==> src/rtl/scan_seg_pkg.sv <==
package scan_seg_pkg;
  typedef enum logic [1:0] {
    POL_FIXED = 2'd0,
    POL_SWAP  = 2'd1,
    POL_SLIDE = 2'd2,
    POL_RSVD  = 2'd3
  } policy_e;
endpackage

==> src/rtl/scan_seg_ctr.sv <==
module scan_seg_ctr #(
  parameter int unsigned CHAIN_LEN = 76,
  parameter int unsigned CW        = $clog2(CHAIN_LEN + 1)
) (
  input  logic          clk_i,
  input  logic          rst_ni,
  input  logic          clr_i,
  input  logic          shift_i,
  output logic [CW-1:0] cnt_nxt_o
);
  localparam logic [CW-1:0] LAST = CW'(CHAIN_LEN);

  logic [CW-1:0] cnt_q, cnt_d;

  always_comb begin
    cnt_d = cnt_q;
    if (clr_i)                        cnt_d = '0;
    else if (shift_i && cnt_q != LAST) cnt_d = cnt_q + 1'b1;
  end

  always_ff @(posedge clk_i or negedge rst_ni) begin
    if (!rst_ni) cnt_q <= '0;
    else         cnt_q <= cnt_d;
  end

  assign cnt_nxt_o = cnt_d;
endmodule

==> src/rtl/scan_seg_plan.sv <==
module scan_seg_plan
  import scan_seg_pkg::*;
#(
  parameter int unsigned CHAIN_LEN = 76,
  parameter int unsigned MIN_FILT  = 14,
  parameter int unsigned CW        = $clog2(CHAIN_LEN + 1)
) (
  input  logic          clk_i,
  input  logic          rst_ni,
  input  logic          load_i,
  input  logic          boundary_i,
  input  logic [CW-1:0] lead_cfg_i,
  input  logic [CW-1:0] mid_cfg_i,
  input  logic [1:0]    pol_cfg_i,
  output logic [CW-1:0] lead_nxt_o,
  output logic [CW-1:0] mid_nxt_o,
  output policy_e       pol_nxt_o
);
  localparam logic [CW-1:0] LEN   = CW'(CHAIN_LEN);
  localparam logic [CW-1:0] FLOOR = CW'(MIN_FILT);

  logic [CW-1:0] lead_q, lead_d, mid_q, mid_d, init_q, init_d;
  policy_e       pol_q, pol_d;

  always_comb begin
    lead_d = lead_q;
    mid_d  = mid_q;
    init_d = init_q;
    pol_d  = pol_q;
    if (load_i) begin
      lead_d = lead_cfg_i;
      init_d = lead_cfg_i;
      mid_d  = mid_cfg_i;
      pol_d  = policy_e'(pol_cfg_i);
    end else if (boundary_i) begin
      unique case (pol_q)
        POL_SWAP:  lead_d = LEN - lead_q - mid_q;
        POL_SLIDE: lead_d = (lead_q <= FLOOR) ? init_q : lead_q - 1'b1;
        default:   lead_d = lead_q;
      endcase
    end
  end

  always_ff @(posedge clk_i or negedge rst_ni) begin
    if (!rst_ni) begin
      lead_q <= '0;
      mid_q  <= '0;
      init_q <= '0;
      pol_q  <= POL_FIXED;
    end else begin
      lead_q <= lead_d;
      mid_q  <= mid_d;
      init_q <= init_d;
      pol_q  <= pol_d;
    end
  end

  assign lead_nxt_o = lead_d;
  assign mid_nxt_o  = mid_d;
  assign pol_nxt_o  = pol_d;
endmodule

==> src/rtl/scan_seg_decode.sv <==
module scan_seg_decode #(
  parameter int unsigned CW = 7
) (
  input  logic [CW-1:0] cnt_i,
  input  logic [CW-1:0] lead_i,
  input  logic [CW-1:0] mid_i,
  output logic          filt_o
);
  logic [CW:0] end_w;
  logic        raw;

  assign end_w  = {1'b0, lead_i} + {1'b0, mid_i};
  assign raw    = (cnt_i >= lead_i) && ({1'b0, cnt_i} < end_w);
  assign filt_o = ~raw;
endmodule

==> src/rtl/scan_seg_mode_seq.sv <==
module scan_seg_mode_seq
  import scan_seg_pkg::*;
#(
  parameter int unsigned CHAIN_LEN  = 76,
  parameter int unsigned NUM_CHAINS = 4,
  parameter int unsigned MIN_FILT   = 14,
  parameter int unsigned CW         = $clog2(CHAIN_LEN + 1)
) (
  input  logic                  clk_i,
  input  logic                  rst_ni,
  input  logic                  shift_en_i,
  input  logic                  pattern_done_i,
  input  logic                  cfg_load_i,
  input  logic [CW-1:0]         lead_len_i,
  input  logic [CW-1:0]         mid_len_i,
  input  logic [1:0]            policy_i,
  output logic [NUM_CHAINS-1:0] filt_sel_o
);
  logic [CW-1:0]         cnt_nxt, lead_nxt, mid_nxt, mirror_nxt;
  policy_e               pol_nxt;
  logic [NUM_CHAINS-1:0] filt_d, filt_q;

  scan_seg_ctr #(.CHAIN_LEN(CHAIN_LEN), .CW(CW)) u_ctr (
    .clk_i     (clk_i),
    .rst_ni    (rst_ni),
    .clr_i     (cfg_load_i | pattern_done_i),
    .shift_i   (shift_en_i),
    .cnt_nxt_o (cnt_nxt)
  );

  scan_seg_plan #(.CHAIN_LEN(CHAIN_LEN), .MIN_FILT(MIN_FILT), .CW(CW)) u_plan (
    .clk_i      (clk_i),
    .rst_ni     (rst_ni),
    .load_i     (cfg_load_i),
    .boundary_i (pattern_done_i),
    .lead_cfg_i (lead_len_i),
    .mid_cfg_i  (mid_len_i),
    .pol_cfg_i  (policy_i),
    .lead_nxt_o (lead_nxt),
    .mid_nxt_o  (mid_nxt),
    .pol_nxt_o  (pol_nxt)
  );

  // layout used by odd chains in swap mode
  assign mirror_nxt = CW'(CHAIN_LEN) - lead_nxt - mid_nxt;

  for (genvar g = 0; g < NUM_CHAINS; g++) begin : g_chain
    logic [CW-1:0] lead_sel;
    if (g % 2 == 1) begin : g_odd
      assign lead_sel = (pol_nxt == POL_SWAP) ? mirror_nxt : lead_nxt;
    end else begin : g_even
      assign lead_sel = lead_nxt;
    end
    scan_seg_decode #(.CW(CW)) u_dec (
      .cnt_i  (cnt_nxt),
      .lead_i (lead_sel),
      .mid_i  (mid_nxt),
      .filt_o (filt_d[g])
    );
  end

  always_ff @(posedge clk_i or negedge rst_ni) begin
    if (!rst_ni) filt_q <= '1;
    else         filt_q <= filt_d;
  end

  assign filt_sel_o = filt_q;
endmodule

==> config.mk <==
export PLATFORM = sky130hd
export DESIGN_NAME = scan_seg_mode_seq
export DESIGN_NICKNAME = d
export VERILOG_FILES = /design/src/rtl/scan_seg_pkg.sv /design/src/rtl/scan_seg_ctr.sv /design/src/rtl/scan_seg_plan.sv /design/src/rtl/scan_seg_decode.sv /design/src/rtl/scan_seg_mode_seq.sv
export SDC_FILE = /design/constraint.sdc
export NUM_CORES = 1
export LEC_CHECK = 0
export ABC_AREA = 1
export CORE_ASPECT_RATIO = 1.4
export CORE_MARGIN = 1
export CORE_UTILIZATION = 50
export CTS_CLUSTER_DIAMETER = 40
export DETAILED_ROUTE_END_ITERATION = 8
export PLACE_DENSITY_LB_ADDON = 0.3
export SLEW_MARGIN = 20
export SYNTH_ARGS = -nofsm -noshare
export SYNTH_HDL_FRONTEND = slang
export SYNTH_SLANG_ARGS = --single-unit
==> constraint.sdc <==
create_clock -name clk_i -period 8.1 [get_ports clk_i]
set_input_delay 2.025 -clock clk_i [delete_from_list [all_inputs] [get_ports clk_i]]
set_output_delay 2.025 -clock clk_i [all_outputs]
set_load 0.01 [all_outputs]
* After elaboration in Yosys (flattened, before gate mapping)
Index checks and enable logic that the tools add are counted.
** Cells by class
- Add/sub/neg operators :: 8
- Multiply operators :: 0
- Div/mod/pow operators :: 0
- Magnitude comparators :: 5
- Eq/ne operators :: 4
- Shifts and indexed selects :: 0
- Muxes and demuxes :: 9
- Bitwise gates (word level) :: 3
- Reductions and logical operators :: 3
** Operators with widths (number)
- $mux W7 :: 7
- $add A7 B7 Y8 :: 2
- $lt A7 B8 Y1 :: 2
- $ge A7 B7 Y1 :: 2
- $pmux W7 S2 :: 1
- $sub A7 B7 Y7 :: 2
- $sub A7 B7 Y7 const A :: 2
- $add A7 B1 Y7 const B :: 1
- $le A7 B4 Y1 const B :: 1
- $ne A7 B7 Y1 const B :: 1
- $sub A7 B1 Y7 const B :: 1
- $eq A2 B1 Y1 const B :: 2
- $logic_and A1 B1 Y1 :: 3
- $eq A2 B2 Y1 const B :: 1
- $mux W2 :: 1
- $not A1 Y1 :: 2
- $or A1 B1 Y1 :: 1
** Word-level totals
- Register bits :: 34
- Bits in latches :: 0
- RAM bits :: 0
- Bits in read-only memories :: 0
- Output and inout bits :: 4
- Word-level logic and storage cells :: 38
- Memories kept :: 0

* Logic depth before layout (Yosys ltp)
Gate-level depths: netlist (run 1).
- Depth after elaboration :: 12
- Mapped depth :: 31
- Gate-level depth less buffers :: 30

* Modules after synthesis
From an unflattened synthesis (run 1), not the netlist that was laid out.
** Second synthesis, totals
- Cell total of the unflattened synthesis :: 750
- Area, all modules :: 5129.9 um^2
** Modules (own cells, without submodules)
- scan_seg_decode :: times used 4, cells each 96, area an instance 621.8 um^2, seq. area each 0.0 um^2
- scan_seg_plan :: times used 1, cells each 215, area an instance 1605.3 um^2, seq. area each 575.6 um^2
- scan_seg_mode_seq :: times used 1, cells each 85, area an instance 563.0 um^2, seq. area each 105.1 um^2
- scan_seg_ctr :: times used 1, cells each 66, area an instance 474.2 um^2, seq. area each 175.2 um^2

* Worst setup path after synthesis (run 1)
OpenSTA, ideal clock, no wires.
- Path type :: input -> register
- Start point :: input cfg_load_i
- End point :: register filt_q[1], in the netlist filt_sel_o[1]
- Setup time :: 0.060 ns
- Data arrival time :: 5.944 ns
- Required time :: 8.040 ns
- Path slack :: 2.096 ns
- Stages on the path :: 26
- Cells stage by stage :: buf_4 -> inv_2 -> clkbuf_1 -> or2_2 -> o21ai_0 -> inv_1 -> ha_1 -> inv_1 -> ha_1 -> fa_1 -> or2_2 -> nand3_1 -> o21ai_2 -> ha_1 -> nand2_1 -> o21ai_0 -> nand2_1 -> nand2_1 -> a21oi_1 -> xor2_1 -> ha_1 -> a21boi_0 -> nor2_1 -> o21ai_0 -> inv_1 -> nand2_1
** On the way
- Elaborated cells between the ends (all ways) :: 14
- Classes of those cells :: add/sub (3); order compare (2); eq/ne (1); mux (5); bitwise (2); reduce/logical (1)
** RTL lines
- from (decl) :: line scan_seg_mode_seq.sv:13 : input logic cfg_load_i,
- $mux W7 * :: line scan_seg_plan.sv:30 : if (load_i) begin
- named net g_chain[0].u_dec.mid_i[1] :: line scan_seg_decode.sv:6 : input logic [CW-1:0] mid_i,
- $sub A7 B7 Y7 :: line scan_seg_mode_seq.sv:45 : assign mirror_nxt = CW'(CHAIN_LEN) - lead_nxt - mid_nxt;
- $mux W7 :: line scan_seg_mode_seq.sv:50 : assign lead_sel = (pol_nxt == POL_SWAP) ? mirror_nxt : lead_nxt;
- $add A7 B7 Y8 :: line scan_seg_decode.sv:12 : assign end_w = {1'b0, lead_i} + {1'b0, mid_i};
- $lt A7 B8 Y1 :: line scan_seg_decode.sv:13 : assign raw = (cnt_i >= lead_i) && ({1'b0, cnt_i} < end_w);
- $logic_and A1 B1 Y1 * :: line scan_seg_decode.sv:13
- $not A1 Y1 * :: line scan_seg_decode.sv:14 : assign filt_o = ~raw;
- named net g_chain[1].u_dec.filt_o :: line scan_seg_decode.sv:7 : output logic filt_o
- to (signal assigned) :: line scan_seg_mode_seq.sv:64 : else filt_q <= filt_d;
- to (decl) :: line scan_seg_mode_seq.sv:21 : logic [NUM_CHAINS-1:0] filt_d, filt_q;
Mark *: on every way through the listed nets, which the timed path passes. The rest lies on a longest branch.
A chain may end at the register's enable or synchronous reset.

* Worst setup path in the final report (run 1)
Same ends and word-level chain as after synthesis.

==> reports/metrics.cfg, run 1 <==
[synth]
avgSynthCellArea_um2=7.30
synth_cell_types=44
count_of_flip_flops_with_a_built_in_enable_after_synthesis=0
synth_async_sr_flop_share_pct=100
synth-main-ff-cell=sky130_fd_sc_hd__dfrtp_1
netlist_instances=496
part_of_the_yosys_area_used_for_sequential_elements_pct=22.2
mappedNetlistArea_um2=3620
postSynthRegisterBits=32
synth.yosys.warnings=0
synthesized_nets=589

[power]
cellLeakagePower_uw=0.00220
power.density_cell_area_nw_per_um2=182
ir_drop_mv=0.0800

[final_layout]
num-nets-final=614
synthToLayoutAreaGrowth_pct=12.4
fraction_of_layout_cells_with_a_size_suffix_above_1_pct=8.43
layout.area.seq_um2=803
final_core_util_pct=58.3
antenna_cells=0
fin_cells=617
filler_cell_count=668
multi_input_comb_area_um2=2430

[place]
port_buffers=24
pre_cts_slack_ns=1.24
numPlacedInstances=609
finalWeightedCongestion=0.913
detailed_place_hpwl_um=7380

[clocking]
tritoncts.num_buffers=5
cts_tree=built
cts.clk_slew.worst_paths_ns=0.08
clock_latency_ns=0.29
cts_root_buf=sky130_fd_sc_hd__clkbuf_8
post_cts.repair.setup_buffers=0
hold_bufs_inserted_after_cts=0
max-clock-path-buffers=2
htreeDepth=2
post_cts_resized=0
tritoncts_num_sinks=32

[route]
detail_route.iter0.violations=145
drt_first_pass_iters=4
vias_per_cell=5.33
drt-total-wl_um=8880
via_count_of_the_routed_design=3291
postRouteAntennaNets=0
routedWlPerCell_um=14.4
drc_violations_left=0

[critical_path]
worst-endpoint-arrival_ns=6.84
worst-setup-path-type=input pin to register
critPathLaunchType=input pin
timing.critical_path.fanout_max=28
critical_path.endpoint_type=register
worst_ep_required_time_ns=8.34

[global_route]
vias_in_the_first_global_route=3354
gr-total-overflow=0
antenna_found_initial=0
grt_first_pass_wirelength_um=14800
pin_count_of_the_biggest_net_entering_global_routing=33
groute.usage.overall_pct=25.8

[die]
start_util_pct=51.9
die_height_um=103
coreArea_um2=6980
pin_count=25
die_area_um2=7590
placement_rows=36
chipWidth_um=73.9

[timing]
finalClockSkew_ns=0.0116
final.min_clock_period_ns=6.60
worst_max_slew_margin_expressed_relative_to_the_limit_pct=40.1
post-route-worst-setup-slack_ns=1.50
tightestPinTransition_ns=0.892
slew_violations=0
total_setup_violations_reported_at_the_end_of_the_flow=0
fmax_ghz=0.152
grt_setup_unrepaired=false
final-hold-violation-count=0
fin_crit_sh_pct=81.5
finalSetupTns_ns=0

[outcome]
status=finished, final reports clean

[flow_run]
maxCapViolations=0

[hold_path]
hold_class=register to register

[report_power, final]
part | internal, uW | switching, uW | total (uW)
Sequential | 174 | 11.0 | 185
Clock | 109 | 64.7 | 173
Combinational | 154 | 230 | 384
Total | 436 | 306 | 742
[metrics by stage]
stage | instance area, um2 | hold slack, ns | total power, uW
floorplan | 3620 | 0.442 | 471
global placement | 3940 | 0.456 | 553
detailed placement | 3940 | 0.465 | 567
CTS | 4070 | 0.481 | 743
global route | 4070 | 0.519 | 809
finish | 4070 | 0.485 | 742
[cells in the mapped netlist (all sizes together) (2+ instances only)]
master / number / share of area (%)
dfrtp: 30 / 21
o211ai: 6 / 1.4
nor3: 7 / 1.1
nor2: 18 / 2.1
a21oi: 35 / 4.8
dfstp: 2 / 1.5
o21ai: 27 / 4.1
fa: 3 / 1.7
xnor2: 6 / 1.5
clkbuf: 3 / 0.31
ha: 69 / 24
a21boi: 5 / 1.5
inv: 86 / 9.0
nand4: 8 / 1.4
nand2: 127 / 14
xor2: 11 / 2.7
buf: 5 / 1.1
nand3: 29 / 4.0
or2: 9 / 1.6
[final cells by class]
cell class / count / share of cell area [%]
Clock buffer: 7 / 2.37
Tap cell: 95 / 2.92
Timing Repair Buffer: 26 / 6.27
Multi-Input combinational cell: 369 / 59.8
Sequential cell: 32 / 19.7
Inverter: 87 / 8.12
Clock inverter: 1 / 0.738
[registers in the layout, summed over array words and instances (netlist names)]
signal	count
u_plan.lead_q	7
filt_sel_o	2
u_plan.pol_q	2
u_plan.init_q	7
u_ctr.cnt_q	7
u_plan.mid_q	7
[final timing paths]
check | start | endpoint | depth (start not counted) | slack (ns)
setup / recovery | cfg_load_i | filt_sel_o[1] | 26 | 1.50
hold / removal | u_plan.init_q[1] | u_plan.init_q[1] | 2 | 0.48
setup reg to reg | u_plan.lead_q[1] | filt_sel_o[1] | 28 | 2.78
hold reg to reg | u_plan.init_q[1] | u_plan.init_q[1] | 2 | 0.48
max in group asynchronous | rst_ni | filt_sel_o[1] | 2 | 5.63
min in group asynchronous | rst_ni | u_plan.lead_q[4] | 2 | 2.13
[placed cells by master, fill, tap and decap left out, types with 4 or more instances in the layout]
cell                              netlist  routed
sky130_fd_sc_hd__a21oi_1               35      35
sky130_fd_sc_hd__clkbuf_8               0       7
sky130_fd_sc_hd__clkdlybuf4s50_1        0      24
sky130_fd_sc_hd__dfrtp_1               30      30
sky130_fd_sc_hd__ha_1                  69      69
sky130_fd_sc_hd__inv_1                 79      79
sky130_fd_sc_hd__inv_2                  6       6
sky130_fd_sc_hd__nand2_1              119     119
sky130_fd_sc_hd__nand2_2                7       7
sky130_fd_sc_hd__nand3_1               29      29
sky130_fd_sc_hd__nand4_1                8       8
sky130_fd_sc_hd__nor2_1                17      17
sky130_fd_sc_hd__nor3_1                 6       6
sky130_fd_sc_hd__o211ai_1               5       5
sky130_fd_sc_hd__o21ai_0               20      20
sky130_fd_sc_hd__o21ai_2                4       4
sky130_fd_sc_hd__or2_2                  7       7
sky130_fd_sc_hd__xnor2_1                6       6
sky130_fd_sc_hd__xor2_1                11      11
[critical path: stages]
cell and delay (ns):
sky130_fd_sc_hd__clkdlybuf4s50_1 0.45, sky130_fd_sc_hd__buf_4 0.27, sky130_fd_sc_hd__inv_2 0.17, sky130_fd_sc_hd__or2_2 0.30
sky130_fd_sc_hd__o21ai_0 0.17, sky130_fd_sc_hd__inv_1 0.16, sky130_fd_sc_hd__ha_1 0.31, sky130_fd_sc_hd__inv_1 0.04
sky130_fd_sc_hd__ha_1 0.22, sky130_fd_sc_hd__fa_1 0.39, sky130_fd_sc_hd__or2_2 0.33, sky130_fd_sc_hd__nand3_1 0.11
sky130_fd_sc_hd__o21ai_2 0.06, sky130_fd_sc_hd__ha_1 0.36, sky130_fd_sc_hd__nand2_1 0.07, sky130_fd_sc_hd__o21ai_0 0.25
sky130_fd_sc_hd__nand2_1 0.10, sky130_fd_sc_hd__nand2_1 0.07, sky130_fd_sc_hd__a21oi_1 0.06, sky130_fd_sc_hd__xor2_1 0.15
sky130_fd_sc_hd__ha_1 0.29, sky130_fd_sc_hd__a21boi_0 0.18, sky130_fd_sc_hd__nor2_1 0.05, sky130_fd_sc_hd__o21ai_0 0.15
sky130_fd_sc_hd__inv_1 0.05, sky130_fd_sc_hd__nand2_1 0.06
[routing by layer]
| layer | wire (um) | track usage, % | vias up |
|---|---|---|---|
| met5 | 0 | 0 | - |
| met4 | 476 | 15.2 | 0 |
| met3 | 188 | 2.44 | 36 |
| met2 | 4660 | 47.8 | 66 |
| met1 | 3560 | 27.7 | 1524 |
| li1 | - | - | 1665 |
[logic make-up after synthesis]
| group | synth area share, % |
|---|---|
| simple gates | 24.6 |
| buf+inv | 10.6 |
| compound gates | 13.1 |
| fa+ha+maj | 25.5 |
| flops | 22.2 |
| xor+xnor | 4.11 |
No activity file was read; power rests on OpenSTA's default activity.
==> run 2, diff against run 1 <==
==> constraint.sdc (replaced) <==
create_clock -name clk_i -period 6.4 [get_ports clk_i]
set_input_delay 1.6 -clock clk_i [delete_from_list [all_inputs] [get_ports clk_i]]
set_output_delay 1.6 -clock clk_i [all_outputs]
set_load 0.01 [all_outputs]
==> reports/metrics.cfg, run 2 (synthesis gave the netlist of run 1 again) <==
[outcome]
status=finished, final reports clean

[timing]
tightestPinTransition_ns=0.915
finalSetupTns_ns=0
final-hold-violation-count=0
grt_setup_unrepaired=false
fin_crit_sh_pct=93.8
worst_max_slew_margin_expressed_relative_to_the_limit_pct=38.6
finalClockSkew_ns=0.00995
final.min_clock_period_ns=6.00
fmax_ghz=0.167
slew_violations=0
total_setup_violations_reported_at_the_end_of_the_flow=0

[die]
coreArea_um2=6980
chipWidth_um=73.9
die_area_um2=7590
start_util_pct=51.9
placement_rows=36
pin_count=25
die_height_um=103

[power]
cellInternalPower_uw=551
ir_drop_mv=0.113
share_comb_of_total_power_pct=51.2
sequential_power_share_pct=25.0
switching_power_uw=383
power.density_cell_area_nw_per_um2=229
p_sw_share_pct=41.0
cellLeakagePower_uw=0.00221
share_clk_of_total_power_pct=23.8

[final_layout]
num-nets-final=616
final_core_util_pct=58.5
filler_cell_count=644
antenna_cells=0
layout.area.seq_um2=803
fraction_of_layout_cells_with_a_size_suffix_above_1_pct=8.78
most_frequent_standard_cell_in_the_layout_excluding_fill_and_tap_cells=sky130_fd_sc_hd__nand2_1
multi_input_comb_area_um2=2430
synthToLayoutAreaGrowth_pct=12.8
most-common-layout-cells=sky130_fd_sc_hd__nand2_1, sky130_fd_sc_hd__inv_1, sky130_fd_sc_hd__ha_1

[route]
via_count_of_the_routed_design=3246
drt_first_pass_iters=4
routedWlPerCell_um=14.1
drc_violations_left=0
vias_per_cell=5.24
detail_route.iter0.violations=130
drt-total-wl_um=8710
postRouteAntennaNets=0

[critical_path]
timing.critical_path.fanout_max=12
worst-r2r-setup-slack_ns=1.12
worst-endpoint-arrival_ns=6.24
critPathLaunchType=input pin
worst_ep_required_time_ns=6.64
regToRegEndpoint=filt_sel_o[1]
rr_worst_depth=28
worst-setup-path-type=input pin to register
critical_path.endpoint_type=register
rr_startpoint=u_plan.lead_q[1]

[clocking]
post_cts.repair.setup_buffers=0
max-clock-path-buffers=2
cts_tree=built
tritoncts.num_buffers=5
cts_root_buf=sky130_fd_sc_hd__clkbuf_8
htreeDepth=2
clock_latency_ns=0.29
cts.clk_slew.worst_paths_ns=0.08
hold_bufs_inserted_after_cts=0
post_cts_resized=0
tritoncts_num_sinks=32

[place]
finalWeightedCongestion=0.936
detailed_place_hpwl_um=7050
port_buffers=24

[global_route]
grt_first_pass_wirelength_um=14000
gr-total-overflow=0
vias_in_the_first_global_route=3203
groute.usage.overall_pct=24.5
antenna_found_initial=0
pin_count_of_the_biggest_net_entering_global_routing=33

[hold_path]
worstHoldEndpoint=u_plan.init_q[3]
timing.hold.worst_path_depth=2
timing.hold.worst.start=u_plan.init_q[3]
hold_class=register to register

[flow_run]
maxCapViolations=0

run 2: changes by cell type in the layout (fill, tap and decap cells not counted), sizes merged:
| cell | delta |
|---|---|
| buf | +2 |
run 2: layer usage:
metal / up-vias / global-route usage [%] / wire length [um]
met2: 51 / 46.3 / 4470
met3: 30 / 1.56 / 97
met1: 1497 / 25.6 / 3660
met4: 0 / 15.7 / 486
met5: - / 0 / 0
li1: 1668 / - / -
run 2: final cells by class:
class,instances,share of cell area (%)
multi-input cells,369,59.6
flip-flops and latches,32,19.7
inverters,87,8.09
repair buffers,28,6.62
well taps,95,2.91
clock buffers,7,2.36
clock inverters,1,0.735
run 2: how the worst max path moves through the flow:
| stage | startpoint | to | depth (start not counted) |
|---|---|---|---|
| after floorplan | cfg_load_i | filt_sel_o[1] | 26 |
| after global placement | pattern_done_i | filt_sel_o[1] | 28 |
| after detailed placement | pattern_done_i | filt_sel_o[1] | 28 |
| after CTS | pattern_done_i | filt_sel_o[1] | 28 |
| after global routing | pattern_done_i | filt_sel_o[1] | 27 |
| final | pattern_done_i | filt_sel_o[1] | 28 |
run 2: stage by stage:
step	setup WS (ns)	area, um2	instances	hold slack [ns]	total power (uW)
2_1_floorplan	0.821	3620	496	0.442	596
3_3_place_gp	0.339	3960	611	0.461	699
3_5_place_dp	0.125	3960	611	0.460	710
4_1_cts	0.429	4080	619	0.479	937
5_1_grt	0.0133	4080	619	0.507	1010
6_report	0.396	4080	619	0.476	933
run 2: power groups by stage:
| stage | Sequential, uW | Clock (uW) | Combinational [uW] |
|---|---|---|---|
| after floorplan | 235 | 0 | 362 |
| after global placement | 237 | 0 | 462 |
| after detailed placement | 237 | 0 | 472 |
| after CTS | 233 | 226 | 478 |
| after global routing | 235 | 234 | 541 |
| final | 233 | 222 | 478 |
run 2: critical path: stages:
cell and delay [ns]:
sky130_fd_sc_hd__clkdlybuf4s50_1 0.49, sky130_fd_sc_hd__inv_1 0.05, sky130_fd_sc_hd__nor2_1 0.15, sky130_fd_sc_hd__inv_1 0.21, sky130_fd_sc_hd__a21oi_1 0.17, sky130_fd_sc_hd__nand2_1 0.07
sky130_fd_sc_hd__nand2_1 0.07, sky130_fd_sc_hd__nand2_1 0.10, sky130_fd_sc_hd__ha_1 0.29, sky130_fd_sc_hd__inv_1 0.04, sky130_fd_sc_hd__ha_1 0.22, sky130_fd_sc_hd__fa_1 0.38
sky130_fd_sc_hd__or2_2 0.30, sky130_fd_sc_hd__nand3_1 0.12, sky130_fd_sc_hd__o21ai_2 0.07, sky130_fd_sc_hd__ha_1 0.36, sky130_fd_sc_hd__nand2_1 0.07, sky130_fd_sc_hd__o21ai_0 0.26
sky130_fd_sc_hd__nand2_1 0.10, sky130_fd_sc_hd__nand2_1 0.07, sky130_fd_sc_hd__a21oi_1 0.07, sky130_fd_sc_hd__xor2_1 0.15, sky130_fd_sc_hd__ha_1 0.29, sky130_fd_sc_hd__a21boi_0 0.21
sky130_fd_sc_hd__nor2_1 0.05, sky130_fd_sc_hd__o21ai_0 0.16, sky130_fd_sc_hd__inv_1 0.06, sky130_fd_sc_hd__nand2_1 0.06
